--- config.mk ---
export PLATFORM = sky130hd
export DESIGN_NAME = txdesc_fault_track
export DESIGN_NICKNAME = d
export VERILOG_FILES = /design/src/rtl/txdesc_pkg.sv /design/src/rtl/txdesc_fault_track.sv
export SDC_FILE = /design/constraint.sdc
export NUM_CORES = 1
export LEC_CHECK = 0
export ABC_AREA = 1
export BUFFER_PORTS_ARGS = -buffer_cell sky130_fd_sc_hd__buf_4
export CORE_AREA = 4 4 92 94
export CTS_BUF_LIST = sky130_fd_sc_hd__clkbuf_8
export DETAILED_ROUTE_END_ITERATION = 6
export DIE_AREA = 0 0 96 98
export PLACE_DENSITY_LB_ADDON = 0.1
export SYNTH_ARGS = -nofsm -noshare
export SYNTH_HDL_FRONTEND = slang
export SYNTH_SLANG_ARGS = --single-unit
--- constraint.sdc ---
create_clock -name clk -period 1.35 [get_ports clk]
set_input_delay 0.0675 -clock clk [delete_from_list [all_inputs] [get_ports clk]]
set_output_delay 0.0675 -clock clk [all_outputs]
set_load 0.005 [all_outputs]
--- src/rtl/txdesc_pkg.sv ---
package txdesc_pkg;

  localparam int WORD_W = 32;
  localparam int LEN_W  = 16;
  localparam int POS_W  = 2;

  typedef enum logic [2:0] {
    ERR_NONE     = 3'd0,
    ERR_ZERO_LEN = 3'd1,
    ERR_OVERSIZE = 3'd2,
    ERR_MISALIGN = 3'd3,
    ERR_SEQUENCE = 3'd4
  } err_code_e;

  typedef enum logic [1:0] {
    W_CTRL = 2'd0,
    W_SIZE = 2'd1,
    W_ADDR = 2'd2
  } word_sel_e;

  // byte count lives in the upper half of the size word
  function automatic logic [LEN_W-1:0] size_count(input logic [WORD_W-1:0] w);
    return w[WORD_W-1 -: LEN_W];
  endfunction

  function automatic logic size_rsvd_set(input logic [WORD_W-1:0] w);
    return |w[WORD_W-LEN_W-1:0];
  endfunction

  function automatic logic addr_aligned(input logic [WORD_W-1:0] a, input int lsb);
    logic [WORD_W-1:0] mask;
    mask = (32'd1 << lsb) - 32'd1;
    return (a & mask) == '0;
  endfunction

  // a code with bit 1 set begins a frame; legal only when none is open
  function automatic logic pos_legal(input logic [POS_W-1:0] pos, input logic open);
    return pos[1] == !open;
  endfunction

  // frame remains open after a descriptor unless it carries the end bit
  function automatic logic open_after(input logic [POS_W-1:0] pos);
    return !pos[0];
  endfunction

endpackage

--- src/rtl/txdesc_fault_track.sv ---
module txdesc_fault_track
  import txdesc_pkg::*;
(
  input  logic              clk,
  input  logic              rst_n,
  input  logic              desc_fire,
  input  err_code_e         err,
  input  logic              warn,
  input  logic [POS_W-1:0]  pos,
  input  logic [WORD_W-1:0] size_word,
  input  logic [WORD_W-1:0] addr,
  output logic              frame_open,
  output logic              accept_en,
  output logic              out_valid,
  output logic              out_start,
  output logic              out_end,
  output logic [LEN_W-1:0]  out_len,
  output logic [WORD_W-1:0] out_addr,
  output logic              len_warn,
  output logic              fault,
  output err_code_e         fault_code
);

  assign accept_en = !fault;

  always_ff @(posedge clk) begin
    if (!rst_n) begin
      frame_open <= 1'b0;
      out_valid  <= 1'b0;
      out_start  <= 1'b0;
      out_end    <= 1'b0;
      out_len    <= '0;
      out_addr   <= '0;
      len_warn   <= 1'b0;
      fault      <= 1'b0;
      fault_code <= ERR_NONE;
    end else begin
      out_valid <= 1'b0;
      len_warn  <= 1'b0;
      if (desc_fire) begin
        len_warn <= warn;
        if (err == ERR_NONE) begin
          out_valid  <= 1'b1;
          out_start  <= pos[1];
          out_end    <= pos[0];
          out_len    <= size_count(size_word);
          out_addr   <= addr;
          frame_open <= open_after(pos);
        end else begin
          fault      <= 1'b1;
          fault_code <= err;
        end
      end
    end
  end

endmodule

After elaboration in Yosys (flattened, before gate mapping)
Index checks and enable logic that the tools add are counted.
{"block": "word_totals", "ff_bits": 57, "inputBits": 73, "output_inout_bits": 58, "word_cells": 17}
{"block": "op_classes", "muxes": 1, "bitwise": 1, "n_reduce_logical": 6}
{"cell": "AND reduction 2 bit", "count": 3}
{"cell": "logical NOT 3 bit", "count": 1}
{"cell": "logical NOT 1 bit", "count": 2}
{"cell": "2-to-1 mux 1 bit", "count": 1}
{"cell": "NOT 1 bit", "count": 1}

Logic depth before layout (Yosys ltp)
Gate-level depths: netlist (run 1).
{"block": "logic_depth", "word_depth": 3, "depth_mapped": 5, "depth_no_buf": 5}

Worst setup path after synthesis (run 1)
OpenSTA, ideal clock, no wires.
{"block": "synth_path", "path_type": "input to register", "startpoint": "input port desc_fire", "endpoint": "register out_addr[0]", "setup_time_ps": 132, "t_arrival_ps": 608, "required_ps": 1218, "slack_ps": 609, "stages": 5, "n_path_buf": 2, "path_cell_list": "buf_2 > nand3_4 > buf_6 > nand2_1 > a21oi_1"}
{"block": "synth_between", "elab_chain_cells": 1}
{"element": "start, declared", "line": "txdesc_fault_track.sv:6", "text": "input logic desc_fire,"}
{"element": "AND reduction 2 bit (no line)"}
{"element": "end signal, assigned", "line": "txdesc_fault_track.sv:47", "text": "out_addr <= addr;"}
{"element": "end, declared", "line": "txdesc_fault_track.sv:18", "text": "output logic [WORD_W-1:0] out_addr,"}
Every way passes these cells.
A chain may end at the register's enable or synchronous reset.

Worst setup path after layout (run 1)
{"block": "layout_path", "startpoint": "input port err[0]", "endpoint": "register out_addr[6]"}
{"block": "layout_between", "elab_chain_cells": 2}
{"element": "start, declared", "line": "txdesc_fault_track.sv:7", "text": "input err_code_e err,"}
{"element": "logical NOT 3 bit", "line": "txdesc_fault_track.sv:42", "text": "if (err == ERR_NONE) begin"}
{"element": "AND reduction 2 bit (no line)"}
Every way passes these cells.

==> impl_metrics.tcl, run 1 <==
set metrics [dict create \
    run_status "completed" \
    cp_max_fo 31 \
    worstHoldEndpoint "out_len[10]" \
    power.density_nw_per_um2 1130 \
    finClkSkew_ns 0 \
    rsz0062_at_grt "no" \
    hp-start "size_word[26]" \
    grt_first_pass_wirelength_mm 10.9 \
    maxCapViolCount 0 \
    die_area_sq_um 9410 \
    syn_inst 262 \
    avgRoutedWirePerCell_microns 14.5 \
    h-tree-depth 3 \
    fin_crit_sh_pct 90.3 \
    clk_path_buf_depth 2 \
    postCtsResizedCells 0 \
    clkLatencyLatePin_ns 0.32 \
    fmax_mhz 820 \
    drive_above_1_share_pct 37.5 \
    fin_setup_tns_ns 0 \
    slew_viol_final 0 \
    cp-end-kind "flip-flop" \
    rows 32 \
    drt-total-wl_mm 7.01 \
    io_pins 131 \
    clkTransAtPathRegs_ns 0.06 \
    irDropWorstVdd_mv 0.692 \
    fin_hold_ws_ns 0.0238 \
    rr_endpoint "frame_open" \
    dpl_cell_area_sq_um 3120 \
    largest_reg_flops 32 \
    holdPathStages 3 \
    ff2ff_path_depth 4 \
    mostFrequentLayoutCell "buf_4" \
    cp_data_required_time_ns 1.55 \
    final_nets 449 \
    synthesis.area_sq_um 2220 \
    synth_seq_cells 57 \
    hp-class "in -> reg" \
    numPortBuffers 114 \
    slew_headroom_pct 77.3 \
    setup_viol 0 \
    core_sq_um 7650 \
    hold_violations 0 \
    worst_pin_slew_ns 0.341 \
    die_y_microns 98 \
    antenna_cells 0 \
    utilization_pct 44.0 \
    clkSinkCount 57 \
    root_buffer "clkbuf_8" \
    grt_max_degree 33 \
    dpl.hpwl_mm 4.60 \
    drc 0 \
    cts_buffers 9 \
    reg2reg_slack_ns 0.76 \
    grt.total_usage_pct 14.8 \
    synth_nets 335 \
    startpoint_type "input port" \
    vias 2263 \
    ant_nets 0 \
    power_uw 3810 \
    timing_worst_setup_path_type "in -> reg" \
    synth_warnings 0 \
    ys_seq_area_share_pct 51.3 \
    cts_tree "yes" \
    dr.pass1.iters 4 \
    drt-vias-per-instance 4.69 \
    reg.largest.list "out_addr: 32 flops, out_len: 16 flops, fault_code: 3 flops" \
    avgSynthCellArea_sq_um 8.49 \
    syn2layout_area_growth_pct 51.3 \
    final_cell_mix "buf_4 (124), nand2_1 (60), dfxtp_1 (57)" \
    p_leak_uw 0.00144 \
    finalWeightedCongestion 0.702 \
    post-route-min-period_ns 1.22 \
    initial_core_util_pct 29.1 \
    drt_iter0_markers 100 \
    yosysUniqueCellTypes 13 \
    top_register "out_addr" \
    r2r_start "frame_open" \
    final_area_sq_um 3360 \
    grt_pass1_vias 2147 \
    cp.arrival_ns 1.42 \
    die_w_microns 96 \
    grt_overflow 0 \
    antenna_found_initial 0 \
]
==> stage by stage <==
step                      cells  setup slack (ns)
after global placement      463             0.334
after CTS                   483             0.153
after global routing        483            0.0391
after detailed placement    463             0.329
after floorplan             262             0.609
final                       483             0.131
==> per-layer routing <==
| metal | part of all wire [%] | routed length, microns | vias up | GRT usage [%] |
|---|---|---|---|---|
| li1 | - | - | 1144 | - |
| met1 | 45 | 3120 | 1050 | 19.5 |
| met2 | 48 | 3360 | 62 | 22.7 |
| met3 | 6.4 | 450 | 7 | 5.01 |
| met4 | 0.97 | 68 | 0 | 4.92 |
| met5 | 0 | 0 | - | 0 |
==> what timing repair did <==
action                                  CTS  global route
endpoints found under the setup margin    0             0
hold buffers                              4             0
setup buffers                             0             0
hold endpoints to repair                  4             0
==> report_power, final <==
part / internal (uW) / leakage (uW) / switching [uW]
Combinational: 220 / 0.000863 / 210
Clock: 988 / 0.000115 / 642
Sequential: 1720 / 0.000462 / 21.0
Total: 2930 / 0.00144 / 873
==> kinds of logic after synthesis <==
family,count (synthesis),synth area share [%]
AOI/OAI and AO/OA,52,11.7
buffers and inverters,34,9.74
DFF,57,51.3
and+or+nand+nor,119,27.2
==> layout make-up <==
cell class / count / area [sq um]
Sequential cell: 57 / 1140
Tap cell: 102 / 128
Timing Repair Buffer: 129 / 991
Clock buffer: 12 / 165
Inverter: 8 / 30.0
Multi-Input combinational cell: 171 / 866
Clock inverter: 4 / 42.5
Fill cell: 807 / 4280
==> Yosys cell counts (all sizes together) <==
cell,instances,share of area (%)
nor2,5,1.6
nand4,50,14
nand3,4,1.5
buf,21,7.5
inv,8,1.4
nand2,60,10
a21oi,52,12
dfxtp,57,51
clkbuf,5,0.84
==> worst max-delay path, cell delays in order <==
cell and delay, ns:
dlygate4sd3_1 0.54, buf_4 0.16, nor2_8 0.14, nand3_4 0.08, buf_4 0.24, nand2_1 0.10
a21oi_1 0.06
==> how the worst max path moves through the flow <==
stage,startpoint,to,slack [ns]
after detailed placement,err[2],out_addr[0],0.33
after global placement,desc_fire,fault_code[0],0.33
after global routing,err[0],out_addr[29],0.04
after floorplan,desc_fire,out_addr[0],0.61
after CTS,err[0],out_addr[0],0.15
final,err[0],out_addr[6],0.13
Power figures use the tool's default switching activity.
==> inputs of run 2 (changes only) <==
- CTS_BUF_LIST: sky130_fd_sc_hd__clkbuf_8 -> sky130_fd_sc_hd__clkbuf_4
==> impl_metrics.tcl, run 2 (synthesized netlist as in run 1, its figures left out) <==
set metrics [dict create \
    finClkSkew_ns 0 \
    critPathMaxStageDelay_ns 0.54 \
    hp-start "err[2]" \
    final_area_sq_um 3790 \
    rr_endpoint "out_len[11]" \
    syn2layout_area_growth_pct 70.7 \
    fin_ws_ns 0.169 \
    reg.largest.list "out_addr: 32 flops, out_len: 16 flops, fault_code: 3 flops" \
    cts_buffers 9 \
    p_leak_uw 0.00161 \
    drc 0 \
    root_buffer "clkbuf_4" \
    die_y_microns 98 \
    postCtsResizedCells 0 \
    ant_nets 0 \
    grt_pass1_vias 2418 \
    cp_common_cell "dlygate4sd3_1" \
    placed_cells 463 \
    cp.arrival_ns 1.46 \
    final_cells 534 \
    regArea_sq_um 1140 \
    slew_headroom_pct 77.1 \
    grt_first_pass_wirelength_mm 11.8 \
    dpl.hpwl_mm 4.60 \
    irDropWorstVdd_mv 0.660 \
    mostFrequentLayoutCell "buf_4" \
    fmax_mhz 846 \
    dpl_cell_area_sq_um 3120 \
    setup_viol 0 \
    hold_violations 0 \
    multi_input_area_sq_um 866 \
    final_nets 500 \
    startpoint_type "input port" \
    slew_viol_final 0 \
    cp_max_fo 6 \
    power.density_nw_per_um2 917 \
    die_w_microns 96 \
    dp_slack_ns 0.329 \
    drt-vias-per-instance 4.64 \
    clkTransAtPathRegs_ns 0.10 \
    r2r_start "out_len[11]" \
    cp_cell_sequence "dlygate4sd3_1, buf_4, nand2_1, nor2_1, dlygate4sd3_1" \
    drive_above_1_share_pct 32.9 \
    drt_iter0_markers 86 \
    grt.total_usage_pct 16.1 \
    worstHoldEndpoint "fault_code[2]" \
    antenna_cells 0 \
    grt_max_degree 33 \
    postCtsSetupBuffers 0 \
    final_cell_mix "buf_4 (124), nand2_1 (60), dfxtp_1 (57)" \
    clkSinkCount 57 \
    worst_pin_slew_ns 0.344 \
    h-tree-depth 3 \
    holdPathStages 5 \
    vias 2477 \
    clk_path_buf_depth 2 \
    utilization_pct 49.6 \
    run_status "completed" \
    rsz0062_at_grt "no" \
    reg2reg_slack_ns 0.75 \
    finalWeightedCongestion 0.702 \
    post-route-min-period_ns 1.18 \
    startpoint "rst_n" \
    hp-class "in -> reg" \
    initial_core_util_pct 29.1 \
    nFillCells 773 \
    hold_buffers 55 \
    fin_crit_sh_pct 87.5 \
    io_pins 131 \
    dr.pass1.iters 4 \
    cts_tree "yes" \
    critPathSlowestCell "dlygate4sd3_1" \
    drt-total-wl_mm 7.49 \
    maxCapViolCount 0 \
    cp-end-kind "flip-flop" \
    timing_worst_setup_path_type "in -> reg" \
    rows 32 \
    ff2ff_path_depth 2 \
    top_register "out_addr" \
    cp_data_required_time_ns 1.63 \
    clkLatencyLatePin_ns 0.38 \
    grt_overflow 0 \
    fin_setup_tns_ns 0 \
    largest_reg_flops 32 \
    die_area_sq_um 9410 \
    numPortBuffers 114 \
    core_sq_um 7650 \
    avgRoutedWirePerCell_microns 14.0 \
    antenna_found_initial 0 \
]
-- run 2: cell types whose count changed in the layout (fill, tap and decap cells not counted), sizes merged --
cell,change
clkbuf,-1
clkinv,+3
dlygate4sd3,+51
inv,-2
-- run 2: where the power goes --
part | leakage, uW | internal (uW) | switching (uW)
Clock | 0.0000734 | 587 | 597
Combinational | 0.00108 | 316 | 235
Sequential | 0.000462 | 1720 | 21.4
-- run 2: worst max-delay path: cells and delay by family --
family / cells / cell delay (ns)
simple gates: 2 / 0.16
buf+inv: 3 / 1.23
-- run 2: worst max-delay path by stage --
stage / to / slack, ns / depth (start not counted)
floorplan: out_addr[0] / 0.61 / 5
global placement: fault_code[0] / 0.33 / 5
detailed placement: out_addr[0] / 0.33 / 6
CTS: len_warn / 0.21 / 5
global route: len_warn / 0.15 / 5
finish: len_warn / 0.17 / 5
-- run 2: cell type report --
cell class | count | share of cell area, %
repair buffers | 180 | 39.6
well taps | 102 | 3.36
multi-input cells | 171 | 22.8
clock buffers | 11 | 2.18
inverters | 8 | 0.791
clock inverters | 5 | 1.22
flip-flops and latches | 57 | 30.1
-- run 2: stage by stage --
stage	power, uW	hold slack, ns
global placement	2210	0.284
global route	3670	0.00936
detailed placement	2210	0.290
finish	3480	0.0478
CTS	3550	0.0146
floorplan	1960	0.178
-- run 2: routing by layer --
metal	vias to the layer above	GRT usage [%]	part of all wire, %	routed length, microns
met3	11	6.01	6.4	481
met4	0	5.03	1.4	105
met2	72	25.4	48	3620
li1	1250	-	-	-
met1	1144	20.4	44	3290
met5	-	0	0	0
==> inputs of run 3 (changes only) <==
- ABC_AREA: 1 -> not set
- CORE_AREA: 4 4 92 94 -> 4 4 94 96
- DIE_AREA: 0 0 96 98 -> 0 0 98 100
==> impl_metrics.tcl, run 3 <==
set metrics [dict create \
    largest_reg_flops 32 \
    fmax_mhz 809 \
    grt_pass1_vias 2224 \
    yosys-top-cells-area "dfxtp_1 (49%), mux2i_1 (23%), nand2_1 (16%)" \
    cts_buffers 9 \
    antenna_found_initial 0 \
    cp.arrival_ns 1.55 \
    synthArstFlopShare_pct 0 \
    drt-total-wl_mm 6.12 \
    power.density_nw_per_um2 828 \
    reg.largest.list "out_addr: 32 flops, out_len: 16 flops, fault_code: 3 flops" \
    slew_headroom_pct 75.7 \
    drt_iter0_markers 36 \
    synth_nets 318 \
    drc 0 \
    ff2ff_path_depth 2 \
    crit_end "out_addr[12]" \
    clkLatencyLatePin_ns 0.38 \
    cp_data_required_time_ns 1.66 \
    startpoint "desc_fire" \
    post-route-min-period_ns 1.24 \
    startpoint_type "input port" \
    reg2reg_slack_ns 0.44 \
    irDropWorstVdd_mv 0.337 \
    fin_setup_tns_ns 0 \
    clk_path_buf_depth 2 \
    dp_slack_ns 0.0977 \
    grt_max_degree 32 \
    final_cells 526 \
    h-tree-depth 3 \
    synth_top_area_cell "dfxtp_1" \
    utilization_pct 49.3 \
    grt_overflow 0 \
    hold_violations 0 \
    drive_above_1_share_pct 32.5 \
    root_buffer "clkbuf_4" \
    dr.pass1.iters 4 \
    mostFrequentLayoutCell "buf_4" \
    core_sq_um 8050 \
    die_y_microns 100 \
    p_leak_uw 0.00175 \
    rr_endpoint "fault_code[2]" \
    fin_hold_ws_ns 0.114 \
    worst_pin_slew_ns 0.365 \
    antenna_cells 0 \
    timing_worst_setup_path_type "in -> reg" \
    fin_ws_ns 0.115 \
    syn_inst 245 \
    dpl.hpwl_mm 3.91 \
    rsz0062_at_grt "no" \
    avgRoutedWirePerCell_microns 11.6 \
    cp-end-kind "flip-flop" \
    yosysUniqueCellTypes 18 \
    r2r_start "fault_code[2]" \
    die_w_microns 98 \
    clkSinkCount 57 \
    synth.top_cell.area_share_pct 48.7 \
    grt.total_usage_pct 12.7 \
    ant_nets 0 \
    placed_cells 451 \
    cp_max_fo 26 \
    slew_viol_final 0 \
    io_pins 131 \
    ys_top_cells_by_count "nand2_1 (101), dfxtp_1 (57), mux2i_1 (54)" \
    finalWeightedCongestion 0.686 \
    synth_warnings 0 \
    run_status "completed" \
    final_nets 489 \
    syn2layout_area_growth_pct 69.2 \
    synth_seq_cells 57 \
    ys_seq_area_share_pct 48.7 \
    top_register "out_addr" \
    vias 2180 \
    numPortBuffers 114 \
    synthesis.area_sq_um 2340 \
    die_area_sq_um 9800 \
    synth_edf_count 0 \
    clkTransAtPathRegs_ns 0.09 \
    initial_core_util_pct 29.1 \
    avgSynthCellArea_sq_um 9.57 \
    maxCapViolCount 0 \
    hp-class "in -> reg" \
    nFillCells 763 \
    rows 33 \
    synth_flop_cell "dfxtp_1" \
    final_cell_mix "buf_4 (115), nand2_1 (101), dlygate4sd3_1 (57)" \
    cts_tree "yes" \
    setup_viol 0 \
    fin_crit_sh_pct 91.5 \
    drt-vias-per-instance 4.14 \
    yosysMostFrequentCell "nand2_1" \
    finClkSkew_ns 0 \
    grt_first_pass_wirelength_mm 10.1 \
]
==> run 3: cell count changes after synthesis, sizes merged, moves of 3 or more <==
cell / change
a21boi: +3
a21oi: -52
buf: -11
clkbuf: +4
inv: -7
mux2i: +54
nand2: +41
nand3: -4
nand4: -50
nor2: -4
or3b: +3
==> run 3: what timing repair did <==
item | CTS | global route
hold endpoints to repair | 56 | 1
endpoints found under the setup margin | 0 | 47
setup buffers | 0 | 1
resized for setup | 0 | 3
hold buffers | 57 | 2
==> run 3: cell type report <==
| class | instances | area [sq um] | share of cell area [%] |
|---|---|---|---|
| Tap cell | 105 | 131 | 3.31 |
| Clock inverter | 5 | 22.5 | 0.568 |
| Multi-Input combinational cell | 168 | 1030 | 25.9 |
| Sequential cell | 57 | 1140 | 28.8 |
| Clock buffer | 11 | 82.6 | 2.08 |
| Timing Repair Buffer | 179 | 1560 | 39.3 |
| Inverter | 1 | 3.75 | 0.0946 |
==> run 3: power breakdown <==
| group | leakage, uW | total, uW | switching (uW) | internal [uW] |
|---|---|---|---|---|
| Sequential | 0.000462 | 1750 | 24.2 | 1720 |
| Combinational | 0.00122 | 535 | 187 | 348 |
| Clock | 0.0000655 | 1000 | 602 | 400 |
| Total | 0.00175 | 3290 | 813 | 2470 |
==> run 3: stage by stage <==
stage | cell area (sq um) | total power [uW]
2_1_floorplan | 2340 | 1960
5_1_grt | 3970 | 3470
6_report | 3970 | 3290
3_3_place_gp | 3270 | 2190
4_1_cts | 3940 | 3350
3_5_place_dp | 3270 | 2190
==> run 3: worst min path at each step <==
stage	depth (start not counted)	from	end	slack (ns)
6_report	3	rst_n	out_addr[3]	0.11
5_1_grt	3	rst_n	out_end	0.11
4_1_cts	3	rst_n	out_len[12]	0.09
3_5_place_dp	2	warn	len_warn	0.32
3_3_place_gp	2	warn	len_warn	0.31
2_1_floorplan	2	err[1]	fault	0.20
==> run 3: metal layers <==
| layer | track usage (%) | wire length [microns] |
|---|---|---|
| met5 | 0 | 0 |
| met4 | 5.43 | 82 |
| met3 | 4.52 | 525 |
| met2 | 20.1 | 2720 |
| met1 | 15.6 | 2800 |
==> run 3: logic make-up (layout without fill, tap and decap cells) <==
family | after synthesis | count (layout) | share of synthesized area (%)
AO/OA/AOI/OAI | 4 | 4 | 1.17
flip-flops | 57 | 57 | 48.7
AND/OR/NAND/NOR | 110 | 110 | 19.5
buffers and inverters | 20 | 196 | 7.58
multiplexers | 54 | 54 | 23.1
==> run 3: worst max-delay path, cell delays in order <==
cell and delay, ns:
dlygate4sd3_1 0.52, buf_4 0.15, nor4b_4 0.18, buf_4 0.18, buf_12 0.21, mux2i_1 0.20
